--- src/rtl/spi_mem_pkg.sv ---
package spi_mem_pkg;
  typedef enum logic [1:0] {PH_OPC, PH_ADDR, PH_DATA, PH_LOCK} phase_e;

  localparam logic [7:0] OP_WREN  = 8'h06;
  localparam logic [7:0] OP_WRDI  = 8'h04;
  localparam logic [7:0] OP_RDSR  = 8'h05;
  localparam logic [7:0] OP_WRSR  = 8'h01;
  localparam logic [7:0] OP_READ  = 8'h03;
  localparam logic [7:0] OP_WRITE = 8'h02;
endpackage

--- src/rtl/spi_bit_engine.sv ---
module spi_bit_engine (
  input  logic       clk,
  input  logic       rst_n,
  input  logic       sck,
  input  logic       cs_n,
  input  logic       si,
  input  logic       hold_n,
  input  logic       stop,
  input  logic [7:0] tx_byte,
  input  logic       tx_en,
  output logic       sel_start,
  output logic       sel_end,
  output logic       byte_done,
  output logic [7:0] rx_byte,
  output logic       aligned,
  output logic       so,
  output logic       so_oe
);
  logic       sck_q, cs_q, hold_on, oe_started, so_q;
  logic [2:0] bitcnt;
  logic [6:0] sh;
  logic [7:0] txh;
  logic       live, rise_ev, fall_ev;

  assign sel_start = cs_q & ~cs_n;
  assign sel_end   = ~cs_q & cs_n;
  assign live      = ~cs_n & ~hold_on;
  assign rise_ev   = live & sck & ~sck_q;
  assign fall_ev   = live & ~sck & sck_q;
  assign byte_done = rise_ev & ~stop & (bitcnt == 3'd7);
  assign rx_byte   = {sh, si};
  assign aligned   = (bitcnt == 3'd0);
  assign so        = so_q;
  assign so_oe     = ~cs_n & ~hold_on & oe_started & ~stop;

  always_ff @(posedge clk or negedge rst_n) begin
    if (!rst_n) begin
      sck_q      <= 1'b0;
      cs_q       <= 1'b1;
      hold_on    <= 1'b0;
      bitcnt     <= '0;
      sh         <= '0;
      txh        <= '0;
      so_q       <= 1'b0;
      oe_started <= 1'b0;
    end else begin
      sck_q <= sck;
      cs_q  <= cs_n;
      if (cs_n)      hold_on <= 1'b0;
      else if (!sck) hold_on <= ~hold_n;
      if (fall_ev) begin
        if (bitcnt == 3'd0) begin
          txh        <= tx_byte;
          so_q       <= tx_byte[7];
          oe_started <= tx_en;
        end else begin
          so_q <= txh[3'd7 - bitcnt];
        end
      end
      if (sel_start) begin
        bitcnt     <= '0;
        oe_started <= 1'b0;
      end else if (rise_ev && !stop) begin
        sh     <= {sh[5:0], si};
        bitcnt <= bitcnt + 3'd1;
      end
    end
  end

  // the bit position is frozen for as long as the pause is held
  assert_hold_freezes_R10: assert property (@(posedge clk) disable iff (!rst_n)
    (hold_on && $past(hold_on) && !cs_n && $past(!cs_n)) |-> $stable(bitcnt));
endmodule

--- src/rtl/spi_cmd_unit.sv ---
module spi_cmd_unit
  import spi_mem_pkg::*;
#(
  parameter int ADDR_BITS = 15
) (
  input  logic                 clk,
  input  logic                 rst_n,
  input  logic                 sel_start,
  input  logic                 sel_end,
  input  logic                 byte_done,
  input  logic [7:0]           rx_byte,
  input  logic                 aligned,
  input  logic                 wp_n,
  input  logic                 busy,
  input  logic [7:0]           rd_data,
  output logic                 stop,
  output logic                 tx_en,
  output logic [7:0]           tx_byte,
  output logic [ADDR_BITS-1:0] rd_addr,
  output logic                 push,
  output logic [7:0]           push_data,
  output logic                 commit_wr,
  output logic                 commit_sr,
  output logic [ADDR_BITS-1:0] commit_addr
);
  phase_e      phase;
  logic [7:0]  op;
  logic [15:0] addr;
  logic        abyte, got_data, sr_wpen, wp_low, wel, wpen;
  logic [7:0]  status;
  logic        wp_hit, done_ok;

  assign status      = {wpen, 5'b00000, wel, busy};
  assign wp_hit      = wpen & (wp_low | ~wp_n);
  assign done_ok     = sel_end & aligned & got_data & wel & ~busy & (phase == PH_DATA);
  assign commit_wr   = done_ok & (op == OP_WRITE);
  assign commit_sr   = done_ok & (op == OP_WRSR) & ~wp_hit;
  assign push        = byte_done & (phase == PH_DATA) & (op == OP_WRITE);
  assign push_data   = rx_byte;
  assign rd_addr     = addr[ADDR_BITS-1:0];
  assign commit_addr = addr[ADDR_BITS-1:0];
  assign stop        = (phase == PH_LOCK);
  assign tx_en       = (phase == PH_DATA) & ((op == OP_READ) | (op == OP_RDSR));
  assign tx_byte     = (op == OP_RDSR) ? status : rd_data;

  always_ff @(posedge clk or negedge rst_n) begin
    if (!rst_n) begin
      phase    <= PH_LOCK;
      op       <= '0;
      addr     <= '0;
      abyte    <= 1'b0;
      got_data <= 1'b0;
      sr_wpen  <= 1'b0;
      wp_low   <= 1'b0;
      wel      <= 1'b0;
      wpen     <= 1'b0;
    end else if (sel_start) begin
      phase    <= PH_OPC;
      abyte    <= 1'b0;
      got_data <= 1'b0;
      wp_low   <= ~wp_n;
    end else begin
      if (!wp_n) wp_low <= 1'b1;
      if (byte_done) begin
        case (phase)
          PH_OPC: begin
            op <= rx_byte;
            if (busy && rx_byte != OP_RDSR) phase <= PH_LOCK;
            else begin
              case (rx_byte)
                OP_WREN: begin wel <= 1'b1; phase <= PH_LOCK; end
                OP_WRDI: begin wel <= 1'b0; phase <= PH_LOCK; end
                OP_RDSR, OP_WRSR:  phase <= PH_DATA;
                OP_READ, OP_WRITE: phase <= PH_ADDR;
                default:           phase <= PH_LOCK;
              endcase
            end
          end
          PH_ADDR: begin
            addr  <= {addr[7:0], rx_byte};
            abyte <= 1'b1;
            if (abyte) phase <= PH_DATA;
          end
          PH_DATA: begin
            got_data <= 1'b1;
            if (op == OP_WRSR) sr_wpen <= rx_byte[7];
            if (op == OP_READ) addr <= addr + 16'd1;
          end
          default: ;
        endcase
      end
      if (commit_wr) wel <= 1'b0;
      if (commit_sr) begin
        wel  <= 1'b0;
        wpen <= sr_wpen;
      end
    end
  end

  // the protection enable only changes through an enabled status write
  assert_wpen_needs_latch_R11: assert property (@(posedge clk) disable iff (!rst_n)
    !$stable(wpen) |-> $past(wel));
endmodule

--- src/rtl/spi_wr_drain.sv ---
module spi_wr_drain #(
  parameter int ADDR_BITS  = 15,
  parameter int PAGE_BYTES = 8,
  parameter int WR_CYCLES  = 64
) (
  input  logic                 clk,
  input  logic                 rst_n,
  input  logic                 clear,
  input  logic                 push,
  input  logic [7:0]           push_data,
  input  logic                 commit_wr,
  input  logic                 commit_sr,
  input  logic [ADDR_BITS-1:0] commit_addr,
  input  logic                 wr_ready,
  output logic                 wr_valid,
  output logic [ADDR_BITS-1:0] wr_addr,
  output logic [7:0]           wr_data,
  output logic                 busy
);
  localparam int CW = $clog2(PAGE_BYTES + 1);
  localparam int IW = $clog2(PAGE_BYTES);
  localparam int TW = $clog2(WR_CYCLES + 1);
  localparam logic [CW-1:0] PAGE_C = CW'(PAGE_BYTES);
  localparam logic [TW-1:0] TMR_C  = TW'(WR_CYCLES);

  logic [7:0]           pbuf [PAGE_BYTES];
  logic [CW-1:0]        fill, dlen, didx;
  logic [ADDR_BITS-1:0] base;
  logic                 draining, last_beat;
  logic [TW-1:0]        tmr;

  assign wr_valid  = draining;
  assign wr_addr   = base + ADDR_BITS'(didx);
  assign wr_data   = pbuf[didx[IW-1:0]];
  assign busy      = draining | (tmr != '0);
  assign last_beat = draining & wr_ready & (didx == dlen - CW'(1));

  always_ff @(posedge clk) begin
    if (push && fill < PAGE_C) pbuf[fill[IW-1:0]] <= push_data;
  end

  always_ff @(posedge clk or negedge rst_n) begin
    if (!rst_n) begin
      fill     <= '0;
      dlen     <= '0;
      didx     <= '0;
      base     <= '0;
      draining <= 1'b0;
      tmr      <= '0;
    end else begin
      if (clear) fill <= '0;
      else if (push && fill < PAGE_C) fill <= fill + CW'(1);
      if (commit_wr) begin
        draining <= 1'b1;
        didx     <= '0;
        dlen     <= fill;
        base     <= commit_addr;
      end else if (draining && wr_ready) begin
        didx <= didx + CW'(1);
        if (last_beat) draining <= 1'b0;
      end
      if (commit_sr || last_beat) tmr <= TMR_C;
      else if (tmr != '0)         tmr <= tmr - TW'(1);
    end
  end

  // a stalled byte keeps its address and data
  assert_stall_stable_R7: assert property (@(posedge clk) disable iff (!rst_n)
    (wr_valid && !wr_ready) |=> (wr_valid && $stable(wr_addr) && $stable(wr_data)));
  // a commit from the command side always raises busy
  assert_commit_busy_R8: assert property (@(posedge clk) disable iff (!rst_n)
    (commit_wr || commit_sr) |=> busy);
endmodule

--- src/rtl/spi_mem_front.sv ---
module spi_mem_front #(
  parameter int ADDR_BITS  = 15,
  parameter int PAGE_BYTES = 8,
  parameter int WR_CYCLES  = 64
) (
  input  logic                 clk,
  input  logic                 rst_n,
  input  logic                 sck,
  input  logic                 cs_n,
  input  logic                 si,
  input  logic                 hold_n,
  input  logic                 wp_n,
  output logic                 so,
  output logic                 so_oe,
  output logic [ADDR_BITS-1:0] rd_addr,
  input  logic [7:0]           rd_data,
  output logic                 wr_valid,
  input  logic                 wr_ready,
  output logic [ADDR_BITS-1:0] wr_addr,
  output logic [7:0]           wr_data
);
  logic                 sel_start, sel_end, byte_done, aligned, stop, tx_en;
  logic [7:0]           rx_byte, tx_byte, push_data;
  logic                 push, commit_wr, commit_sr, busy;
  logic [ADDR_BITS-1:0] commit_addr;

  spi_bit_engine u_eng (
    .clk(clk), .rst_n(rst_n), .sck(sck), .cs_n(cs_n), .si(si), .hold_n(hold_n),
    .stop(stop), .tx_byte(tx_byte), .tx_en(tx_en), .sel_start(sel_start),
    .sel_end(sel_end), .byte_done(byte_done), .rx_byte(rx_byte),
    .aligned(aligned), .so(so), .so_oe(so_oe)
  );

  spi_cmd_unit #(.ADDR_BITS(ADDR_BITS)) u_cmd (
    .clk(clk), .rst_n(rst_n), .sel_start(sel_start), .sel_end(sel_end),
    .byte_done(byte_done), .rx_byte(rx_byte), .aligned(aligned), .wp_n(wp_n),
    .busy(busy), .rd_data(rd_data), .stop(stop), .tx_en(tx_en),
    .tx_byte(tx_byte), .rd_addr(rd_addr), .push(push), .push_data(push_data),
    .commit_wr(commit_wr), .commit_sr(commit_sr), .commit_addr(commit_addr)
  );

  spi_wr_drain #(.ADDR_BITS(ADDR_BITS), .PAGE_BYTES(PAGE_BYTES),
                 .WR_CYCLES(WR_CYCLES)) u_drain (
    .clk(clk), .rst_n(rst_n), .clear(sel_start), .push(push),
    .push_data(push_data), .commit_wr(commit_wr), .commit_sr(commit_sr),
    .commit_addr(commit_addr), .wr_ready(wr_ready), .wr_valid(wr_valid),
    .wr_addr(wr_addr), .wr_data(wr_data), .busy(busy)
  );
endmodule

--- config.mk ---
export PLATFORM = sky130hd
export DESIGN_NAME = spi_mem_front
export DESIGN_NICKNAME = d
export VERILOG_FILES = /design/src/rtl/spi_mem_pkg.sv /design/src/rtl/spi_bit_engine.sv /design/src/rtl/spi_cmd_unit.sv /design/src/rtl/spi_wr_drain.sv /design/src/rtl/spi_mem_front.sv
export SDC_FILE = /design/constraint.sdc
export NUM_CORES = 1
export LEC_CHECK = 0
export BUFFER_PORTS_ARGS = -buffer_cell sky130_fd_sc_hd__buf_2
export CAP_MARGIN = 20
export CORE_ASPECT_RATIO = 1.1
export CORE_MARGIN = 2
export CORE_UTILIZATION = 50
export DETAILED_ROUTE_END_ITERATION = 7
export PLACE_DENSITY_LB_ADDON = 0.25
export SYNTH_ARGS = -nofsm -noshare
export SYNTH_HDL_FRONTEND = slang
export SYNTH_SLANG_ARGS = --single-unit
--- constraint.sdc ---
create_clock -name clk -period 3.9 [get_ports clk]
set_input_delay 0.585 -clock clk [delete_from_list [all_inputs] [get_ports clk]]
set_output_delay 0.585 -clock clk [all_outputs]
set_load 0.01 [all_outputs]
==> impl_metrics.yaml <==
run_status:
  status: "finished clean"
setup_path:
  crit_chain: "ha_1 > nor2b_1 > o21ai_0 > a21boi_0 > nand4_1 > xnor2_1 > buf_2"
  worstPathRequired_ns: 3.31
  arrival_ns: 3.01
  end_kind: "output pin"
  cpPeakStageDelay_ns: 0.67
  cp-start-kind: "register"
  cp_slowest_cell: "a21boi_0"
  critical_path_class: "register to output pin"
  critPathMaxFanout: 13
clocking:
  cts_tree: "built"
  clock_sinks: 153
  cts_hold_buf: 0
  cts_resized: 0
  cts_post_setup_buffers_inserted: 0
  cts_max_path_buffers: 2
  numCtsBuffers: 17
  clk_latency_ns: 0.42
  cts.clk_slew.worst_paths_ns: 0.06
  htreeDepth: 4
  clockRootBuffer: "clkbuf_16"
drt:
  vias: 4706
  viasPerCell: 5.656
  drt_pass1_iterations: 4
  drc: 0
  drt_iter0_markers: 448
  ant_nets: 0
  wl_per_cell_um: 18.25
  wl_um: 15180
place:
  dpl.cell_count: 800
  gp_congestion: 0.8408
  pre_cts_slack_ns: 0.7584
  io_buffers: 56
  dpl.hpwl_um: 10350
cells_and_area:
  nFillCells: 1141
  multiInputGateArea_sq_um: 2855
  n_antenna_cell: 0
  final_core_util_pct: 59.54
  nets: 661
  register_area_sq_um: 4153
  area_growth_pct: 15.66
  drive_gt1_share_pct: 25.00
  layout.cells.non_filler: 832
floorplanning:
  boundaryPins: 57
  die_h_um: 129.5
  coreArea_sq_um: 13910
  num_rows: 45
  die_area_sq_um: 15290
  die_w_um: 118.1
  start_util_pct: 51.48
power:
  power_density_nw_per_um2: 470.7
  power_leakage_nw: 3.466
  ir_drop_v: 0.0002946
  p_total_mw: 3.897
yosys:
  yosys_warnings: 0
  syn-num-nets: 595
  ys_seq_area_share_pct: 58.00
  synthTopCellsByArea: "dfrtp_1 (30%), edfxtp_1 (27%), mux2_2 (6.3%), mux4_2 (5.7%), nand2_1 (2.5%)"
  synth_area_sq_um: 7159
  synth.most_common_cell: "dfrtp_1"
  synth_cell_types: 58
  netlist_instances: 565
  ys.flop_type: "dfrtp_1"
  synth_edf_count: 64
  avgSynthCellArea_sq_um: 12.67
  synth_async_sr_flop_share_pct: 58.17
  synth_top_area_share_pct: 30.06
  yosys.area.top_type: "dfrtp_1"
  synth_seq_cells: 153
  synth_common_cells: "dfrtp_1 (86), edfxtp_1 (64), nand2_1 (48)"
grt:
  grt_pass1_wl_um: 25030
  overflow: 0
  grt_max_degree: 65
  grt_pass1_vias: 4852
  antenna_found_initial: 0
  grtUsageTotal_pct: 21.16
timing:
  fin_tns_setup_ns: 0
  finClkSkew_ns: 0.01186
  setup_violations: 0
  period_minus_slack_ns: 3.598
  tightest_slew_ns: 0.8025
  finalHoldViolCount: 0
  period_share_pct: 92.25
  slew-limit-headroom_pct: 46.02
  slew_viol_final: 0
  fmaxAchievable_mhz: 278.0
  rsz0062_at_grt: "false"
  fin_ws_ns: 0.3023
run:
  cap_violations: 0
min_path:
  hp-class: "primary input to asynchronous set/reset pin"
## flip-flops by register name (all words and copies together) (netlist names), 2 cells and up
name,flops
u_cmd.addr,15
u_cmd.op,8
u_cmd.phase,2
u_drain.base,15
u_drain.didx,4
u_drain.dlen,4
u_drain.fill,4
u_drain.pbuf,64
u_drain.tmr,7
u_eng.bitcnt,3
u_eng.sh,7
u_eng.txh,8
## area by class of cell
type	count	area share, %
repair buffers	68	4.503
multi-input cells	375	34.48
clock buffers	22	5.485
clock inverters	10	1.813
well taps	188	2.841
inverters	16	0.7253
flip-flops and latches	153	50.15
## through the flow
| stage | cell area, sq um | hold WS (ns) |
|---|---|---|
| 3_3_place_gp | 7676 | 0.4495 |
| 5_1_grt | 8280 | 0.2995 |
| 3_5_place_dp | 7676 | 0.4626 |
| 2_1_floorplan | 7159 | 0.2894 |
| 6_report | 8280 | 0.2555 |
| 4_1_cts | 8280 | 0.2818 |
## path summary, 6_finish.rpt
kind	from	end	slack (ns)	cells after the start
setup / recovery	u_drain.didx[2]	wr_addr[14]	0.30	7
hold / removal	rst_n	u_drain.base[12]	0.26	1
setup reg to reg	u_cmd.op[5]	u_drain.pbuf[3][4]	1.11	5
hold reg to reg	u_cmd.wp_low	u_cmd.wp_low	0.48	2
max in group asynchronous	rst_n	u_eng.cs_q	2.75	2
min in group clk	wp_n	u_cmd.wp_low	0.34	2
## per-layer routing
| layer | part of all wire, % | up-vias | GRT usage [%] |
|---|---|---|---|
| met3 | 3.9 | 8 | 4.181 |
| met5 | 0 | - | 0 |
| li1 | - | 2221 | - |
| met2 | 53 | 94 | 37.06 |
| met4 | 0.75 | 0 | 7.442 |
| met1 | 42 | 2383 | 26.44 |
## placed cells by master, fill, tap and decap left out, drive strengths merged, types with 16 or more instances in the layout
cell	Yosys	routed
clkbuf	14	22
a21oi	22	22
nand3	21	21
dfrtp	86	86
nor2	45	45
xnor2	19	19
buf	7	68
nand2	48	48
mux4	18	18
inv	16	16
mux2	40	40
edfxtp	64	64
o21ai	21	21
## critical path: cells and delay by family (launching register included)
family	cells	cell delay [ns]
compound gates	2	0.79
xor+xnor	1	0.20
fa+ha+maj	1	0.45
buf+inv	1	0.15
flops	1	0.58
simple gates	2	0.42
## cells by family after synthesis
group,after synthesis,share of synthesized area [%]
xor gates and xnor gates,27,3.303
buffers and inverters,37,2.115
AOI/OAI and AO/OA,88,8.074
muxes,66,13.07
DFF,153,58.00
and+or+nand+nor,180,12.88
adders and majority gates,14,2.552
## power by group
part	switching (mW)	total (mW)	internal, mW
logic	0.118	0.243	0.125
registers	0.153	1.97	1.81
clock network	0.610	1.69	1.08
total	0.881	3.90	3.02
No activity file was read; power rests on OpenSTA's default activity.
